==> src/rtl/pmfe_pkg.sv <==
package pmfe_pkg;
    localparam int MODE_W  = 2;
    localparam int STATE_W = 2;

    typedef enum logic [STATE_W-1:0] {
        ST_SLEEP   = 2'd0,
        ST_STANDBY = 2'd1,
        ST_IDLE    = 2'd2,
        ST_ACTIVE  = 2'd3
    } pstate_e;

    localparam logic [MODE_W-1:0] MF_STANDBY = 2'b00;
    localparam logic [MODE_W-1:0] MF_IDLE    = 2'b01;
endpackage

==> src/rtl/pmfe_mode_fsm.sv <==
module pmfe_mode_fsm
    import pmfe_pkg::*;
(
    input  logic              clk,
    input  logic              rst_n,
    input  logic              pwr_en,
    input  logic [MODE_W-1:0] mode_fld,
    output pstate_e           state_q,
    output pstate_e           state_d,
    output logic              reload_q
);
    // Mode field decode: 1x is active regardless of low bit.
    function automatic pstate_e decode_mode(input logic [MODE_W-1:0] f);
        if (f[MODE_W-1])          return ST_ACTIVE;
        else if (f == MF_IDLE)    return ST_IDLE;
        else                      return ST_STANDBY;
    endfunction

    always_comb begin
        state_d = state_q;
        if (!pwr_en) begin
            state_d = ST_SLEEP;                  // T_POWER_DOWN
        end else begin
            unique case (state_q)
                ST_SLEEP:   state_d = ST_STANDBY; // T_WAKE
                ST_STANDBY,
                ST_IDLE,
                ST_ACTIVE:  state_d = decode_mode(mode_fld); // T_SELECT
                default:    state_d = ST_SLEEP;
            endcase
        end
    end

    always_ff @(posedge clk or negedge rst_n) begin
        if (!rst_n) begin
            state_q  <= ST_SLEEP;
            reload_q <= 1'b0;
        end else begin
            state_q  <= state_d;
            reload_q <= (state_q == ST_SLEEP) && pwr_en;
        end
    end


    sleep_entry_chk: assert property (@(posedge clk) disable iff (!rst_n)
        !pwr_en |=> (state_q == ST_SLEEP));

    wake_standby_chk: assert property (@(posedge clk) disable iff (!rst_n)
        (state_q == ST_SLEEP && pwr_en) |=> (state_q == ST_STANDBY && reload_q));

    reload_single_chk: assert property (@(posedge clk) disable iff (!rst_n)
        reload_q |=> !reload_q);
endmodule

==> src/rtl/pmfe_fe_drive.sv <==
module pmfe_fe_drive
    import pmfe_pkg::*;
(
    input  logic    clk,
    input  logic    rst_n,
    input  pstate_e state_d,
    input  logic    tx_sel,
    input  logic    pa_en,
    input  logic    band_a,
    input  logic    cal_busy,
    output logic    osc_on,
    output logic    ser_on,
    output logic    vco_on,
    output logic    tx_on,
    output logic    rx_on,
    output logic    fe_off,
    output logic    pa_off_a,
    output logic    pa_off_b,
    output logic    band_out,
    output logic    cal_act
);
    logic osc_d, vco_d, tx_d, rx_d, fe_off_d, pa_a_d, pa_b_d, band_d, cal_d;

    always_comb begin
        osc_d    = 1'b0;
        vco_d    = 1'b0;
        tx_d     = 1'b0;
        rx_d     = 1'b0;
        fe_off_d = 1'b1;
        pa_a_d   = 1'b1;
        pa_b_d   = 1'b1;
        band_d   = 1'b0;
        cal_d    = 1'b0;
        unique case (state_d)
            ST_SLEEP: begin
            end
            ST_STANDBY: begin
                osc_d  = 1'b1;
                band_d = band_a;
            end
            ST_IDLE: begin
                osc_d  = 1'b1;
                vco_d  = 1'b1;
                band_d = band_a;
            end
            ST_ACTIVE: begin
                osc_d  = 1'b1;
                vco_d  = 1'b1;
                band_d = band_a;
                tx_d   = tx_sel;
                rx_d   = !tx_sel;
                cal_d  = !tx_sel && cal_busy;
                fe_off_d = cal_d;
                if (tx_sel && pa_en && !cal_d) begin
                    pa_a_d = !band_a;
                    pa_b_d = band_a;
                end
            end
            default: begin
            end
        endcase
    end

    always_ff @(posedge clk or negedge rst_n) begin
        if (!rst_n) begin
            osc_on   <= 1'b0;
            ser_on   <= 1'b0;
            vco_on   <= 1'b0;
            tx_on    <= 1'b0;
            rx_on    <= 1'b0;
            fe_off   <= 1'b1;
            pa_off_a <= 1'b1;
            pa_off_b <= 1'b1;
            band_out <= 1'b0;
            cal_act  <= 1'b0;
        end else begin
            osc_on   <= osc_d;
            ser_on   <= osc_d;
            vco_on   <= vco_d;
            tx_on    <= tx_d;
            rx_on    <= rx_d;
            fe_off   <= fe_off_d;
            pa_off_a <= pa_a_d;
            pa_off_b <= pa_b_d;
            band_out <= band_d;
            cal_act  <= cal_d;
        end
    end


    pa_exclusive_chk: assert property (@(posedge clk) disable iff (!rst_n)
        !pa_off_a |-> pa_off_b);

    pa_needs_tx_chk: assert property (@(posedge clk) disable iff (!rst_n)
        (!pa_off_a || !pa_off_b) |-> (tx_on && !fe_off));

    txrx_excl_chk: assert property (@(posedge clk) disable iff (!rst_n)
        !(tx_on && rx_on));

    vco_needs_osc_chk: assert property (@(posedge clk) disable iff (!rst_n)
        vco_on |-> (osc_on && ser_on));

    cal_holds_fe_chk: assert property (@(posedge clk) disable iff (!rst_n)
        cal_act |-> (fe_off && rx_on && !tx_on));
endmodule

==> src/rtl/pmfe_ctrl.sv <==
module pmfe_ctrl
    import pmfe_pkg::*;
(
    input  logic               clk,
    input  logic               rst_n,
    input  logic               pwr_en,
    input  logic [MODE_W-1:0]  mode_fld,
    input  logic               tx_sel,
    input  logic               pa_en,
    input  logic               band_a,
    input  logic               cal_busy,
    output logic [STATE_W-1:0] pwr_state,
    output logic               osc_on,
    output logic               ser_on,
    output logic               vco_on,
    output logic               tx_on,
    output logic               rx_on,
    output logic               fe_off,
    output logic               pa_off_a,
    output logic               pa_off_b,
    output logic               band_out,
    output logic               cal_act,
    output logic               reload_pulse
);
    pstate_e st_q, st_d;

    pmfe_mode_fsm u_fsm (
        .clk      (clk),
        .rst_n    (rst_n),
        .pwr_en   (pwr_en),
        .mode_fld (mode_fld),
        .state_q  (st_q),
        .state_d  (st_d),
        .reload_q (reload_pulse)
    );

    pmfe_fe_drive u_drv (
        .clk      (clk),
        .rst_n    (rst_n),
        .state_d  (st_d),
        .tx_sel   (tx_sel),
        .pa_en    (pa_en),
        .band_a   (band_a),
        .cal_busy (cal_busy),
        .osc_on   (osc_on),
        .ser_on   (ser_on),
        .vco_on   (vco_on),
        .tx_on    (tx_on),
        .rx_on    (rx_on),
        .fe_off   (fe_off),
        .pa_off_a (pa_off_a),
        .pa_off_b (pa_off_b),
        .band_out (band_out),
        .cal_act  (cal_act)
    );

    assign pwr_state = st_q;


    fe_on_only_active_chk: assert property (@(posedge clk) disable iff (!rst_n)
        !fe_off |-> (pwr_state == 2'd3 && !cal_act));

    band_sleep_chk: assert property (@(posedge clk) disable iff (!rst_n)
        (pwr_state == 2'd0) |-> (!band_out && !osc_on));
endmodule

==> config.mk <==
export PLATFORM = sky130hd
export DESIGN_NAME = pmfe_ctrl
export DESIGN_NICKNAME = d
export VERILOG_FILES = /design/src/rtl/pmfe_pkg.sv /design/src/rtl/pmfe_mode_fsm.sv /design/src/rtl/pmfe_fe_drive.sv /design/src/rtl/pmfe_ctrl.sv
export SDC_FILE = /design/constraint.sdc
export NUM_CORES = 1
export LEC_CHECK = 0
export CORE_AREA = 2 2 39 41
export CTS_CLUSTER_SIZE = 16
export DETAILED_ROUTE_END_ITERATION = 12
export DIE_AREA = 0 0 41 43
export GPL_TIMING_DRIVEN = 0
export PLACE_DENSITY = 0.73
export SLEW_MARGIN = 20
export SYNTH_ARGS = -nofsm -noshare
export SYNTH_HDL_FRONTEND = slang
export SYNTH_SLANG_ARGS = --single-unit
==> constraint.sdc <==
create_clock -name clk -period 1 [get_ports clk]
set_input_delay 0.1 -clock clk [delete_from_list [all_inputs] [get_ports clk]]
set_output_delay 0.1 -clock clk [all_outputs]
set_load 0.01 [all_outputs]
==> key figures <==
Power and ir drop
  • Post-layout total power: about 0.99 mW
  • Share of power burned in the clock network: between 30% and 40%
  • Sw Pwr: approximately 0.23 mW
  • Combinational share of power: ~17%
  • Static leakage: 0.3309 nW
  • Cell Int Power: between 0.7 and 0.8 mW
  • Maximum resistive drop on vdd: about 0.00057 V
  • Switching share of total power: approximately 23%
  • Register share of total power: a little over half
  • Power density of the placed cells: ~1400 nW/um^2

Worst setup path
  • Maximum net fanout on the critical path: 4
  • Crit path arrival time: 1.18 ns
  • R2R depth: 3
  • CP cell instances: buf_6, o211a_4, and2_4
  • Worst setup endpoint: u_drv.tx_on
  • Critical-path top delay cell: dfrtp_2
  • Reg2reg setup slack: -0.03 ns
  • Crit Reg-Reg Endpoint: u_drv.tx_on
  • Kind of critical path: flop to flop
  • Reg-to-Reg Start: u_fsm.state_q[0]
  • Start point of the critical path: u_fsm.state_q[0]
  • Data required time of the worst path: ~1.2 ns
  • Critical path startpoint category: flop
  • Crit. End Element: flop
  • Delay of the slowest cell on the worst path: 0.43 ns

Floorplanning
  • Core Footprint: between 1000 and 1500 sq um
  • Die Width: 41 um
  • Effective utilization at floorplan: about a third
  • Vertical die dimension: about 43 um
  • Core Rows: 14
  • Area of the die: around 1800 sq um
  • Total I/O pin count: 22

Synthesis
  • Nets in the synthesized netlist: 39
  • Number of warnings printed during yosys synthesis: 0
  • Combined area of all synthesized cells: ~430 sq um
  • Instance count of the mapped netlist: 30
  • Largest area contributor in the synthesized netlist: dfrtp_1
  • Top post-synthesis cells by area: dfrtp_1 (52%), dfstp_2 (18%), o221a_2 (5.2%), o211a_4 (4.0%), and2_2 (3.5%)
  • Netlist cell types: 16
  • Area share of the largest cell type after synthesis: around half
  • Flip-flop and latch count after synthesis: 12
  • Average cell area after synthesis: ~14 sq um
  • Sequential-to-total area share from yosys stat: a little over two thirds

Placement
  • Quantity of I/O buffers inserted on ports: 21
  • Total half-perimeter wirelength after legalization and detailed placement: approximately 630 um
  • Final estimated routing congestion in global placement: 0.6821

Clock tree
  • H-tree level count: 1
  • Clock-pin slew reported for the worst setup and hold paths after clock tree synthesis: 0.07 ns
  • Cts-stage hold buffer count: 0
  • Clock root buffer master: clkbuf_4
  • Clk sink count: 12
  • CTS max path bufs: 2
  • Clock latency on the worst-skew pair: 0.26 ns
  • Clock tree from TritonCTS: yes
  • Num CTS Buffers: 3

Run
  • MaxCap Viol Count: 0

GRT
  • Via count of the first global-routing pass: 360
  • Total routing resource utilization after global routing: about 13%
  • Pin count of the biggest net entering global routing: 13
  • Overflow left after global routing: 0
  • Antenna violations before repair: 0
  • Global-route wire length before repair: about 1.6 mm

STA
  • Unrepaired setup endpoints after global routing: true
  • Worst path setup slack after routing: -0.03001 ns
  • Measured slew at the worst slew-check pin: 0.5140 ns
  • Setup violations, final: 3
  • Worst slew margin: 65.62%
  • Number of hold violations in the final report: 0
  • Number of max-slew violations in the final report: 0
  • Worst-case clock skew: ~0.0046 ns
  • Final cycle utilization of the critical path: 103.0%
  • Max Freq: between 0.9 and 1 GHz
  • Hold WS: about 0.17 ns
  • Crit path time final: around 1.0 ns

Drt
  • DRC violation count after routing: 0
  • Wire per inst: about 13 um
  • Vias per cell: around 4.9
  • Post-route antenna net violation count: 0
  • Drt total wl: roughly 980 um
  • Overall via count from detail_route: 360
  • Number of violations reported at the end of detailed-routing iteration 0: 4
  • Number of iterations in the first detailed-routing pass: 4

Final layout
  • Largest register by flop count: u_fsm.state_q
  • Number of antenna cells inserted: 0
  • Post-layout nets: 68
  • Share of layout cells above drive strength 1: between 50% and 60%
  • Flip-flop count of the largest register, all copies and words added: 2
  • Area Overhead vs Synth: 66.57%

Min path
  • Path type of the worst min-delay path: input pin to asynchronous set/reset pin

Outcome
  • Failing checks: negative setup slack
  • Outcome: finished, violations left
==> layout by cell type, fill, tap and decap left out, drive strengths merged <==
cell	Yosys	routed
and2	3	3
buf	1	10
clkbuf	1	8
clkdlybuf4s15	0	4
clkdlybuf4s50	0	8
dfrtp	9	9
dfstp	3	3
inv	1	1
nand2	1	1
nand2b	1	1
nand4	1	1
nand4b	1	1
nor2	3	3
o211a	1	1
o211ai	1	1
o221a	2	2
o31a	1	1
==> worst max-delay path, delay by kind of cell (launching register included) <==
family	cells	cell delay [ns]
DFF	1	0.43
AOI/OAI and AO/OA	1	0.24
buffers and inverters	1	0.12
and+or+nand+nor	1	0.13
==> layer usage <==
metal  GRT usage [%]  wire length (um)  share of wire [%]
met1           15.33               381                 39
met2           19.69               525                 53
met3           4.712                68                6.9
met4           6.000                 6               0.61
met5               0                 0                  0
==> power groups by stage <==
stage               Clock [mW]  Combinational (mW)  Sequential, mW
detailed placement           0               0.148           0.532
global placement             0               0.146           0.531
floorplan                    0              0.0338           0.543
finish                   0.299               0.167           0.523
CTS                      0.309               0.162           0.521
global route             0.334               0.181           0.526
==> per-stage QoR <==
stage | instances | setup TNS (ns) | utilization (%) | cell area (sq um) | worst slack [ns]
2_1_floorplan | 30 | 0 | - | 434.2 | 0.02329
3_3_place_gp | 67 | -1.243 | 48.01 | 664.4 | -0.1201
3_5_place_dp | 67 | -1.408 | 48.01 | 664.4 | -0.1370
4_1_cts | 75 | -0.06049 | 51.36 | 710.7 | -0.03316
5_1_grt | 74 | -0.2033 | 52.26 | 723.2 | -0.05632
6_report | 74 | -0.07523 | 52.26 | 723.2 | -0.03001
==> Yosys cell counts <==
cell      n
dfrtp_1   9
o221a_2   2
nor2_1    3
nand4_1   1
inv_1     1
and2_2    2
o211a_4   1
clkbuf_1  1
nand2_1   1
dfstp_2   3
o31a_2    1
and2_1    1
nand2b_1  1
nand4b_1  1
o211ai_1  1
buf_4     1
==> logic make-up after synthesis <==
logic type,Yosys count,share of synthesized area (%)
flip-flops,12,70.03
AND/OR/NAND/NOR,10,13.26
buffers and inverters,3,3.457
AO/OA/AOI/OAI,5,13.26
==> worst min-delay path by stage <==
stage	startpoint	endpoint	slack (ns)	depth (start not counted)
finish	rst_n	u_fsm.reload_q	0.17	1
global route	rst_n	u_drv.band_out	0.21	1
CTS	rst_n	u_drv.osc_on	0.18	1
detailed placement	rst_n	u_drv.osc_on	0.47	1
global placement	rst_n	u_drv.vco_on	0.47	1
floorplan	rst_n	u_drv.band_out	-0.20	0
==> cell type report <==
| type | count | area, sq um |
|---|---|---|
| Sequential cell | 12 | 306.5 |
| Buffer | 1 | 3.754 |
| Clock buffer | 4 | 26.28 |
| Timing Repair Buffer | 25 | 234.0 |
| Tap cell | 16 | 20.02 |
| Multi-Input combinational cell | 15 | 128.9 |
| Fill cell | 141 | 660.6 |
| Inverter | 1 | 3.754 |
==> timing repair <==
item | CTS | global route
pin swaps | 2 | 1
resized for setup | 42 | 11
buffers inserted | 4 | 0
gates cloned | 0 | 0
endpoints found under the setup margin | 14 | 13
No activity file was read; power rests on OpenSTA's default activity.
